`config.mk`:
```
export PLATFORM = sky130hd
export DESIGN_NAME = xer_addsub_unit
export DESIGN_NICKNAME = d
export VERILOG_FILES = /design/src/rtl/xau_pkg.sv /design/src/rtl/xau_operand.sv /design/src/rtl/xau_adder.sv /design/src/rtl/xau_flags.sv /design/src/rtl/xer_addsub_unit.sv
export SDC_FILE = /design/constraint.sdc
export NUM_CORES = 1
export LEC_CHECK = 0
export BUFFER_PORTS_ARGS = -buffer_cell sky130_fd_sc_hd__buf_2
export CAP_MARGIN = 15
export CELL_PAD_IN_SITES_DETAIL_PLACEMENT = 1
export CELL_PAD_IN_SITES_GLOBAL_PLACEMENT = 2
export CORE_ASPECT_RATIO = 1.5
export CORE_MARGIN = 2
export CORE_UTILIZATION = 28
export CTS_BUF_LIST = sky130_fd_sc_hd__clkbuf_8
export DETAILED_ROUTE_END_ITERATION = 10
export PLACE_DENSITY = 0.85
export SKIP_CTS_REPAIR_TIMING = 1
export SYNTH_ARGS = -nofsm -noshare
export SYNTH_HDL_FRONTEND = slang
export SYNTH_SLANG_ARGS = --single-unit
```
`constraint.sdc`:
```
create_clock -name clk -period 6.25 [get_ports clk]
set_input_delay 0 -clock clk [delete_from_list [all_inputs] [get_ports clk]]
set_output_delay 0 -clock clk [all_outputs]
set_load 0.01 [all_outputs]
```
`src/rtl/xau_pkg.sv`:
```
package xau_pkg;

    typedef enum logic [3:0] {
        XOP_ADD   = 4'd0,
        XOP_ADDC  = 4'd1,
        XOP_ADDE  = 4'd2,
        XOP_SUBF  = 4'd3,
        XOP_SUBFC = 4'd4,
        XOP_SUBFE = 4'd5,
        XOP_NEG   = 4'd6,
        XOP_CMP   = 4'd7,
        XOP_ADDEX = 4'd8
    } xop_e;

    typedef enum logic [1:0] {
        CIN_ZERO = 2'd0,
        CIN_ONE  = 2'd1,
        CIN_CA   = 2'd2
    } cin_sel_e;

    typedef struct packed {
        logic     known;
        logic     inv_a;
        logic     zero_b;
        cin_sel_e cin_sel;
        logic     wr_res;
        logic     wr_ca;
        logic     ov_by_oe;
        logic     ov_is_carry;
        logic     is_cmp;
    } xctl_t;

    typedef struct packed {
        logic       res_we;
        logic       cr0_we;
        logic [3:0] cr0;
        logic       so_we;
        logic       so;
        logic       ca_we;
        logic       ca32_we;
        logic       ca;
        logic       ca32;
        logic       ov_we;
        logic       ov32_we;
        logic       ov;
        logic       ov32;
    } xflags_t;

    function automatic xctl_t xau_decode(input logic [3:0] code, input logic cy_sel);
        xctl_t c;
        c = '0;
        c.cin_sel = CIN_ZERO;
        case (code)
            XOP_ADD: begin
                c.known = 1'b1; c.wr_res = 1'b1; c.ov_by_oe = 1'b1;
            end
            XOP_ADDC: begin
                c.known = 1'b1; c.wr_res = 1'b1; c.ov_by_oe = 1'b1; c.wr_ca = 1'b1;
            end
            XOP_ADDE: begin
                c.known = 1'b1; c.wr_res = 1'b1; c.ov_by_oe = 1'b1; c.wr_ca = 1'b1;
                c.cin_sel = CIN_CA;
            end
            XOP_SUBF: begin
                c.known = 1'b1; c.wr_res = 1'b1; c.ov_by_oe = 1'b1;
                c.inv_a = 1'b1; c.cin_sel = CIN_ONE;
            end
            XOP_SUBFC: begin
                c.known = 1'b1; c.wr_res = 1'b1; c.ov_by_oe = 1'b1; c.wr_ca = 1'b1;
                c.inv_a = 1'b1; c.cin_sel = CIN_ONE;
            end
            XOP_SUBFE: begin
                c.known = 1'b1; c.wr_res = 1'b1; c.ov_by_oe = 1'b1; c.wr_ca = 1'b1;
                c.inv_a = 1'b1; c.cin_sel = CIN_CA;
            end
            XOP_NEG: begin
                c.known = 1'b1; c.wr_res = 1'b1; c.ov_by_oe = 1'b1;
                c.inv_a = 1'b1; c.zero_b = 1'b1; c.cin_sel = CIN_ONE;
            end
            XOP_CMP: begin
                c.known = 1'b1; c.is_cmp = 1'b1;
            end
            XOP_ADDEX: begin
                c.known = 1'b1; c.wr_res = 1'b1; c.wr_ca = 1'b1;
                c.cin_sel = CIN_CA; c.ov_is_carry = ~cy_sel;
            end
            default: c = '0;
        endcase
        return c;
    endfunction

    // Condition field layout: {less, greater, equal, summary overflow}
    function automatic logic [3:0] xau_cr_pack(input logic lt, input logic gt,
                                               input logic eq, input logic so);
        return {lt, gt, eq, so};
    endfunction

endpackage

```
`src/rtl/xau_operand.sv`:
```
module xau_operand
    import xau_pkg::*;
#(
    parameter int XLEN = 64
) (
    input  logic            inv_a,
    input  logic            zero_b,
    input  cin_sel_e        cin_sel,
    input  logic [XLEN-1:0] a,
    input  logic [XLEN-1:0] b,
    input  logic            ca_in,
    output logic [XLEN-1:0] x,
    output logic [XLEN-1:0] y,
    output logic            cin
);
    always_comb begin
        x = inv_a ? ~a : a;
        y = zero_b ? '0 : b;
        case (cin_sel)
            CIN_ONE: cin = 1'b1;
            CIN_CA:  cin = ca_in;
            default: cin = 1'b0;
        endcase
    end
endmodule

```
`src/rtl/xau_adder.sv`:
```
module xau_adder #(
    parameter int XLEN  = 64,
    parameter int LOW_W = 32
) (
    input  logic [XLEN-1:0] x,
    input  logic [XLEN-1:0] y,
    input  logic            cin,
    output logic [XLEN-1:0] sum,
    output logic            c_low,
    output logic            c_top,
    output logic            sov_low,
    output logic            sov_top
);
    localparam int HI_W = XLEN - LOW_W;

    logic [LOW_W:0] lo_seg;
    logic [HI_W:0]  hi_seg;
    logic           into_low_msb;
    logic           into_top_msb;

    // Two segments: the boundary carry is a real wire, not a reconstruction.
    always_comb begin
        lo_seg = {1'b0, x[LOW_W-1:0]} + {1'b0, y[LOW_W-1:0]} + {{LOW_W{1'b0}}, cin};
        hi_seg = {1'b0, x[XLEN-1:LOW_W]} + {1'b0, y[XLEN-1:LOW_W]}
               + {{HI_W{1'b0}}, lo_seg[LOW_W]};
        sum    = {hi_seg[HI_W-1:0], lo_seg[LOW_W-1:0]};
        c_low  = lo_seg[LOW_W];
        c_top  = hi_seg[HI_W];
        into_low_msb = x[LOW_W-1] ^ y[LOW_W-1] ^ sum[LOW_W-1];
        into_top_msb = x[XLEN-1] ^ y[XLEN-1] ^ sum[XLEN-1];
        sov_low = into_low_msb ^ c_low;
        sov_top = into_top_msb ^ c_top;
    end
endmodule

```
`src/rtl/xau_flags.sv`:
```
module xau_flags
    import xau_pkg::*;
#(
    parameter int XLEN  = 64,
    parameter int LOW_W = 32
) (
    input  logic            valid,
    input  logic            known,
    input  logic            wr_res,
    input  logic            wr_ca,
    input  logic            ov_by_oe,
    input  logic            ov_is_carry,
    input  logic            is_cmp,
    input  logic            oe,
    input  logic            rc,
    input  logic            mode64,
    input  logic            so_in,
    input  logic [XLEN-1:0] a,
    input  logic [XLEN-1:0] b,
    input  logic [XLEN-1:0] sum,
    input  logic            c_low,
    input  logic            c_top,
    input  logic            sov_low,
    input  logic            sov_top,
    output xflags_t         fl
);
    logic act_carry, act_sov;
    logic res_neg, res_zero;
    logic cmp_lt, cmp_eq;
    logic ov_write, ov_val;

    always_comb begin
        act_carry = mode64 ? c_top : c_low;
        act_sov   = mode64 ? sov_top : sov_low;

        res_neg  = mode64 ? sum[XLEN-1] : sum[LOW_W-1];
        res_zero = mode64 ? (sum == '0) : (sum[LOW_W-1:0] == '0);

        cmp_lt = mode64 ? ($signed(a) < $signed(b))
                        : ($signed(a[LOW_W-1:0]) < $signed(b[LOW_W-1:0]));
        cmp_eq = mode64 ? (a == b) : (a[LOW_W-1:0] == b[LOW_W-1:0]);

        ov_write = valid & ((ov_by_oe & oe) | ov_is_carry);
        ov_val   = ov_is_carry ? act_carry : act_sov;

        fl         = '0;
        fl.res_we  = valid & wr_res;
        fl.ca_we   = valid & wr_ca;
        fl.ca32_we = valid & wr_ca;
        fl.ca      = act_carry;
        fl.ca32    = c_low;
        fl.ov_we   = ov_write;
        fl.ov32_we = ov_write;
        fl.ov      = ov_val;
        fl.ov32    = ov_is_carry ? c_low : sov_low;
        fl.so_we   = ov_write;
        fl.so      = so_in | (ov_write & ov_val);
        fl.cr0_we  = valid & known & (is_cmp | rc);
        fl.cr0     = is_cmp ? xau_cr_pack(cmp_lt, ~cmp_lt & ~cmp_eq, cmp_eq, so_in)
                            : xau_cr_pack(res_neg, ~res_neg & ~res_zero, res_zero, fl.so);
    end
endmodule

```
`src/rtl/xer_addsub_unit.sv`:
```
module xer_addsub_unit
    import xau_pkg::*;
#(
    parameter int XLEN  = 64,
    parameter int LOW_W = 32
) (
    input  logic            clk,
    input  logic            rst,
    input  logic            in_valid_i,
    input  logic [3:0]      op_i,
    input  logic [XLEN-1:0] a_i,
    input  logic [XLEN-1:0] b_i,
    input  logic            so_i,
    input  logic            ca_i,
    input  logic            oe_i,
    input  logic            rc_i,
    input  logic            mode64_i,
    input  logic            cy_sel_i,
    output logic            out_valid_o,
    output logic [XLEN-1:0] result_o,
    output logic            res_we_o,
    output logic [3:0]      cr0_o,
    output logic            cr0_we_o,
    output logic            so_o,
    output logic            so_we_o,
    output logic [1:0]      ca_o,
    output logic            ca_we_o,
    output logic            ca32_we_o,
    output logic [1:0]      ov_o,
    output logic            ov_we_o,
    output logic            ov32_we_o
);
    xctl_t           ctl;
    logic [XLEN-1:0] opx, opy, sum;
    logic            cin, c_low, c_top, sov_low, sov_top;
    xflags_t         fl_d, fl_q;
    logic [XLEN-1:0] result_q;
    logic            valid_q;

    assign ctl = xau_decode(op_i, cy_sel_i);

    xau_operand #(.XLEN(XLEN)) u_operand (
        .inv_a   (ctl.inv_a),
        .zero_b  (ctl.zero_b),
        .cin_sel (ctl.cin_sel),
        .a       (a_i),
        .b       (b_i),
        .ca_in   (ca_i),
        .x       (opx),
        .y       (opy),
        .cin     (cin)
    );

    xau_adder #(.XLEN(XLEN), .LOW_W(LOW_W)) u_adder (
        .x       (opx),
        .y       (opy),
        .cin     (cin),
        .sum     (sum),
        .c_low   (c_low),
        .c_top   (c_top),
        .sov_low (sov_low),
        .sov_top (sov_top)
    );

    xau_flags #(.XLEN(XLEN), .LOW_W(LOW_W)) u_flags (
        .valid       (in_valid_i),
        .known       (ctl.known),
        .wr_res      (ctl.wr_res),
        .wr_ca       (ctl.wr_ca),
        .ov_by_oe    (ctl.ov_by_oe),
        .ov_is_carry (ctl.ov_is_carry),
        .is_cmp      (ctl.is_cmp),
        .oe          (oe_i),
        .rc          (rc_i),
        .mode64      (mode64_i),
        .so_in       (so_i),
        .a           (a_i),
        .b           (b_i),
        .sum         (sum),
        .c_low       (c_low),
        .c_top       (c_top),
        .sov_low     (sov_low),
        .sov_top     (sov_top),
        .fl          (fl_d)
    );

    always_ff @(posedge clk) begin
        if (rst) begin
            valid_q  <= 1'b0;
            result_q <= '0;
            fl_q     <= '0;
        end else begin
            valid_q  <= in_valid_i;
            result_q <= sum;
            fl_q     <= fl_d;
        end
    end

    assign out_valid_o = valid_q;
    assign result_o    = result_q;
    assign res_we_o    = fl_q.res_we;
    assign cr0_o       = fl_q.cr0;
    assign cr0_we_o    = fl_q.cr0_we;
    assign so_o        = fl_q.so;
    assign so_we_o     = fl_q.so_we;
    assign ca_o        = {fl_q.ca, fl_q.ca32};
    assign ca_we_o     = fl_q.ca_we;
    assign ca32_we_o   = fl_q.ca32_we;
    assign ov_o        = {fl_q.ov, fl_q.ov32};
    assign ov_we_o     = fl_q.ov_we;
    assign ov32_we_o   = fl_q.ov32_we;

    AST_CMP_KEEPS_XER: assert property (@(posedge clk) disable iff (rst)
        $past(in_valid_i && op_i == XOP_CMP) |-> !(so_we_o || ov_we_o || ca_we_o || res_we_o));
    AST_NOCARRY_KEEPS_CA: assert property (@(posedge clk) disable iff (rst)
        $past(in_valid_i && (op_i == XOP_ADD || op_i == XOP_SUBF || op_i == XOP_NEG))
        |-> !(ca_we_o || ca32_we_o));
    AST_CA_PAIR: assert property (@(posedge clk) disable iff (rst)
        ca_we_o |-> ca32_we_o);
    AST_OV_PAIR: assert property (@(posedge clk) disable iff (rst)
        ov_we_o |-> (ov32_we_o && so_we_o));
    AST_SO_FOLLOWS_OV: assert property (@(posedge clk) disable iff (rst)
        (so_we_o && ov_o[1]) |-> so_o);
    AST_SO_STICKY: assert property (@(posedge clk) disable iff (rst)
        ($past(in_valid_i && so_i) && so_we_o) |-> so_o);
    AST_IDLE_QUIET: assert property (@(posedge clk) disable iff (rst)
        !out_valid_o |-> !(res_we_o || cr0_we_o || so_we_o || ca_we_o || ov_we_o));
    AST_CMP_SO_BIT: assert property (@(posedge clk) disable iff (rst)
        $past(in_valid_i && op_i == XOP_CMP) |-> (cr0_we_o && cr0_o[0] == $past(so_i)));

endmodule

```
# --- After elaboration in Yosys (flattened, before gate mapping) ---
# Cells that the tools add are included.
classes:
  magnitude_cmp: 2
  reduce_logical: 10
  n_addsub: 4
  bitwise: 24
  n_eq_ne: 12
  n_mux: 21
ops:
  columns: ["op", "count"]
  rows:
  - ["2-to-1 mux 64 bit", 2]
  - ["adder 32 x 32 -> 33 bit", 2]
  - ["adder 33 x 1 -> 33 bit", 2]
  - ["equality test 64 bit", 1]
  - ["zero test 64 bit", 1]
  - ["< comparator 64 bit", 1]
  - ["inverter 64 bit", 1]
  - ["equality test 32 bit", 1]
  - ["zero test 32 bit", 1]
  - ["< comparator 32 bit", 1]
  - ["equality test 4 x 3 -> 1 bit (second input constant)", 4]
  - ["2-to-1 mux 1 bit", 16]
  - ["AND 1 bit", 9]
  - ["OR reduction 9 bit", 1]
  - ["equality test 4 x 2 -> 1 bit (second input constant)", 2]
  - ["OR reduction 8 bit", 1]
  - ["OR reduction 7 bit", 1]
  - ["OR reduction 3 bit", 2]
  - ["bitwise XOR 1 bit", 6]
  - ["inverter 1 bit", 5]
  - ["OR reduction 5 bit", 1]
  - ["equality test 4 x 1 -> 1 bit (second input constant)", 1]
  - ["equality test 4 bit (second input constant)", 1]
  - ["zero test 4 bit", 1]
  - ["7 further kinds", 9]
totals:
  ff_bits: 78
  out_inout_bits: 81
  inputBits: 141
  wordCells: 85

# --- Depth between registers and ports, before layout ---
depth:
  depth_word: 14
  mapped_depth: 29
  mapped_depth_nobuf: 29

# --- Modules after synthesis ---
# Synthesis repeated with hierarchy kept, for this count alone.
unflattened:
  cells_unflattened: 1098
  hier_area_um2: 8846.0
modules_own_cells:
  columns: ["module", "area_per_inst_um2", "cells_per_inst", "seq_area_each_um2", "n_inst"]
  rows:
  - ["xau_adder", 3348.2, 464, 0.0, 1]
  - ["xer_addsub_unit", 2326.0, 196, 1621.6, 1]
  - ["xau_flags", 2033.2, 290, 0.0, 1]
  - ["xau_operand", 1138.6, 148, 0.0, 1]

# --- Worst setup path before layout ---
# Ideal clock, no wire load.
synth_timing:
  path_kind: "input -> register"
  from: "in op_i[1]"
  to: "reg fl_q, in the netlist cr0_o[2]"
  t_required_ns: 6.109
  arrival_ns: 5.826
  stages: 27
  setup_slack_ns: 0.283
  cell_sequence: "buf_2 nand3_1 a21oi_1 clkbuf_1 buf_1 xnor2_1 fa_1 fa_1 a211oi_2 o21ai_2 a31o_1 a21bo_1 a211o_2 a31oi_1 o21ai_1 inv_1 fa_1 nor2b_1 o2111ai_1 nand2_1 a21oi_2 o21ai_1 or4_1 nand4_1 nand2_1 o41ai_1 a311oi_1"
synth_between:
  elab_chain_len: 12
  elab_cells_between_ends: 31
  cone_classes: "4 x add/sub; 9 x eq/ne; 10 x mux; 3 x bitwise; 5 x reduce/logical"
synth_rtl:
  columns: ["element", "line_no", "source"]
  rows:
  - ["start: declaration", "xer_addsub_unit.sv:10", "input logic [3:0] op_i,"]
  - ["equality test 4 x 3 -> 1 bit (tied with other cells)", "xau_pkg.sv:53", "case (code)"]
  - ["OR reduction 4 bit (no line) / OR reduction 3 bit (equally long branches)", null, null]
  - ["2-to-1 mux 1 bit / case mux 2 bit (2 select lines) (equally long branches)", "xau_pkg.sv:53", null]
  - ["2-to-1 mux 64 bit (tied with other cells)", "xau_operand.sv:17", "x = inv_a ? ~a : a;"]
  - ["adder 32 x 32 -> 33 bit / case mux 1 bit (2 select lines) (equally long branches)", "xau_adder.sv:23, xau_operand.sv:19", null]
  - ["adder 33 x 1 -> 33 bit", "xau_adder.sv:23", "lo_seg = {1'b0, x[LOW_W-1:0]} + {1'b0, y[LOW_W-1:0]} + {{LOW_W{1'b0}}, cin};"]
  - ["adder 33 x 1 -> 33 bit", "xau_adder.sv:25", "+ {{HI_W{1'b0}}, lo_seg[LOW_W]};"]
  - ["zero test 64 bit", "xau_flags.sv:37", "res_zero = mode64 ? (sum == '0) : (sum[LOW_W-1:0] == '0);"]
  - ["2-to-1 mux 1 bit", "xau_flags.sv:37", null]
  - ["inverter 1 bit", "xau_flags.sv:60", ": xau_cr_pack(res_neg, ~res_neg & ~res_zero, res_zero, fl.so);"]
  - ["AND 1 bit", "xau_flags.sv:60", null]
  - ["2-to-1 mux 4 bit *", "xau_flags.sv:59", "fl.cr0 = is_cmp ? xau_cr_pack(cmp_lt, ~cmp_lt & ~cmp_eq, cmp_eq, so_in)"]
  - ["end signal: assignment", "xer_addsub_unit.sv:95", "fl_q <= fl_d;"]
  - ["end: declaration", "xer_addsub_unit.sv:36", "xflags_t fl_d, fl_q;"]
# Mark *: on every way between the ends. The rest lies on a longest branch, timed or not.
# A chain may end at the register's enable or synchronous reset.

# --- Final worst setup path ---
layout_timing:
  from: "in op_i[2]"
  to: "reg fl_q, in the netlist cr0_o[2]"
# Same word-level chain as after synthesis.

==> reports/summary.txt <==
WP data required = 6500 ps
Register Area = 1560 sq um
Final-stage net count = 1617
DRT Wirelength = 32900 um
Pre-CTS setup slack = -167 ps
Largest net degree at the start of global routing = 64
Number of fill cells = 3805
Post-layout minimum cycle time = 5780 ps
Total CTS buffers = 9
Die width = 147 um
Final Hold Viols = 0
Multiplexer share of the synthesized area = 0.350%
Crit path max fanout = 37
Final worst path period share = 92.4%
Syn Area/Cell = 7.51 sq um
Flops & latches, synth = 78
Syn_nets = 1414
Via Count = 8839
Total track usage = 20.5%
VDD IR max = 0.107 mV
Vias/cell = 5.05
Startpoint Class = input pin
Sink Count = 78
Number of flops mapped to enable cells by yosys = 0
Main flop type after synthesis = dfxtp_1
Global-route wire length before repair = 51000 um
Met2 Usage GRT = 40.6%
Unrepaired setup endpoints after global routing = no
Max-slew violation count = 0
Area of the mapped netlist = 8570 sq um
Fin Hold WS = 6.54 ps
Post-synthesis cell count = 1142
Port Buffer Count = 221
DIE AREA = 32100 sq um
Root buffer cell = clkbuf_8
Distinct cells, synth = 78
Max cap viols = 0
GRT met1 Usage = 20.7%
Dpl hpwl = 28100 um
Clock transition at path regs = 110 ps
DRT Pass-1 Iters = 4
Leakage power = 5.10 nW
Largest family of logic cells by synthesized area = simple AND/OR/NAND/NOR gates
Rows = 78
Slew @ Worst Pin = 970 ps
Multi-input logic area = 6550 sq um
Hold Path Class = input pin to register
Xor and xnor area share after synthesis = 12.9%
Relative slew margins = 33.7%
PwrDens = 227 nW/um^2
CP arrival = 6030 ps
YS warnings = 0
Vias in the first global route = 9568
Total grt overflow = 0
Synth Area in Simple Gates = 22.6%
DRT antenna net count = 0
Compound-Gate Fraction of Synth Area = 20.7%
TritonCTS clock tree = yes
CTS max path bufs = 2
Fmax achieved = 173 MHz
Routed length per instance = 18.8 um
Htree depth = 3
Status = finished, final reports clean
Residual DRC = 0
Most common cell after layout, fill and taps aside = buf_2
Worst setup margin = 472 ps
Initial Utilization = 28.4%
I/O Pins = 222
Most frequent cells in the layout = 221 x buf_2, 163 x nor2_1, 128 x ha_1, 97 x xor2_1, 91 x a21oi_1
Die Ht = 218 um
Sequential share of the synthesized area = 18.2%
Finish-stage setup viols = 0
Met3 usage = 1.92%
Adder-cell share of the synthesized area = 19.4%
Most Crowded Layer GR = met2
Crit end category = register
Iter 0 DRT Violations = 244
Initial antenna violation count = 2
CP Class = input pin to register
Area grow syn2layout = 20.8%
Share of layout cells above drive strength 1 = 20.3%
Core area = 30200 sq um
Ys async rst share = 0%
Gpl congestion = 0.919
-- flip-flops by register name, indices dropped and copies added, names as in the netlist --
signal and count:
result_o 64, res_we_o 1, ca_o 2, ca32_we_o 1, ov32_we_o 1, cr0_o 4
so_o 1, out_valid_o 1, ov_o 2, cr0_we_o 1
-- report_power, final --
part / leakage (nW) / internal [W] / switching, W
Sequential: 0.649 / 0.000596 / 0.0000280
Clock: 0.0990 / 0.000159 / 0.000259
Combinational: 4.35 / 0.000504 / 0.000802
-- Yosys cell counts (4+ instances only) --
master	count	area, sq um
or3_1	6	37.5
dfxtp_1	78	1560
and3_1	10	62.6
a21o_1	24	180
clkbuf_1	29	109
nand2b_1	13	81.3
xor2_1	97	850
o31ai_1	5	37.5
nand4_1	26	163
a211oi_1	8	60.1
a211o_1	4	35.0
nor4_1	6	37.5
nand3_1	24	120
ha_1	128	1600
a31oi_1	6	37.5
nor2b_1	14	87.6
nor3_1	22	110
and2_1	18	113
nand3b_1	5	37.5
xnor2_1	27	236
o211ai_1	18	135
o21ai_0	50	250
buf_4	6	45.0
or2_2	4	25.0
nand2_1	84	315
a311oi_1	4	35.0
buf_2	4	20.0
nor2_1	163	612
o21a_1	13	97.6
inv_1	79	297
a21oi_1	92	460
-- layer usage --
layer	vias up	wire length [um]
met1	4140	12100
met3	71	921
met4	0	1780
met5	-	0
met2	226	18000
li1	4402	-
-- worst max-delay path, cell delays in order --
cell and delay [ps]:
buf_2 130, inv_1 140, nand3_1 130, buf_4 170, a21oi_4 190, buf_12 280
xor2_1 110, ha_1 400, nand2_1 130, a21o_1 210, and2_1 180, nor4_1 320
a211o_2 210, a31oi_1 120, o21ai_1 190, inv_1 110, fa_1 380, nor2b_1 410
o211ai_1 200, a211o_1 310, o211ai_1 370, a31oi_1 160, xnor2_1 170, nor4_1 290
nand4_1 180, o41ai_2 340, a311oi_1 150
-- layout make-up --
type                    instances  area share, %
diodes                          2         0.0483
clock buffers                   9           1.20
clock inverters                 7          0.725
inverters                      79           2.86
multi-input cells             941           63.2
flip-flops and latches         78           15.1
well taps                     400           4.83
repair buffers                236           12.0
-- final timing paths --
check,cells after the start,slack (ps),endpoint,start
worst min-delay path,4,7,ca32_we_o,op_i[2]
worst max-delay path,27,470,cr0_o[2],op_i[2]
-- stage by stage --
| step | std cells | utilization [%] | power, W | TNS (ps) | instance area (sq um) |
|---|---|---|---|---|---|
| 2_1_floorplan | 1142 | - | 0.00148 | 0 | 8570 |
| 5_1_grt | 1752 | 34.3 | 0.00253 | 0 | 10400 |
| 4_1_cts | 1745 | 34.1 | 0.00236 | 0 | 10300 |
| 3_5_place_dp | 1729 | 33.4 | 0.00193 | -304 | 10100 |
| 3_3_place_gp | 1729 | 33.4 | 0.00191 | 0 | 10100 |
| 6_report | 1752 | 34.3 | 0.00235 | 0 | 10400 |
-- logic make-up (layout without fill, tap and decap cells) --
group                      Yosys count  count (layout)
buffers and inverters              123             331
and+or+nand+nor                    410             410
DFF                                 78              78
xor gates and xnor gates           125             125
AOI/OAI and AO/OA                  272             272
adders and majority gates          131             131
muxes                                3               3
other                                0               2
No activity file was read; power rests on OpenSTA's default activity.
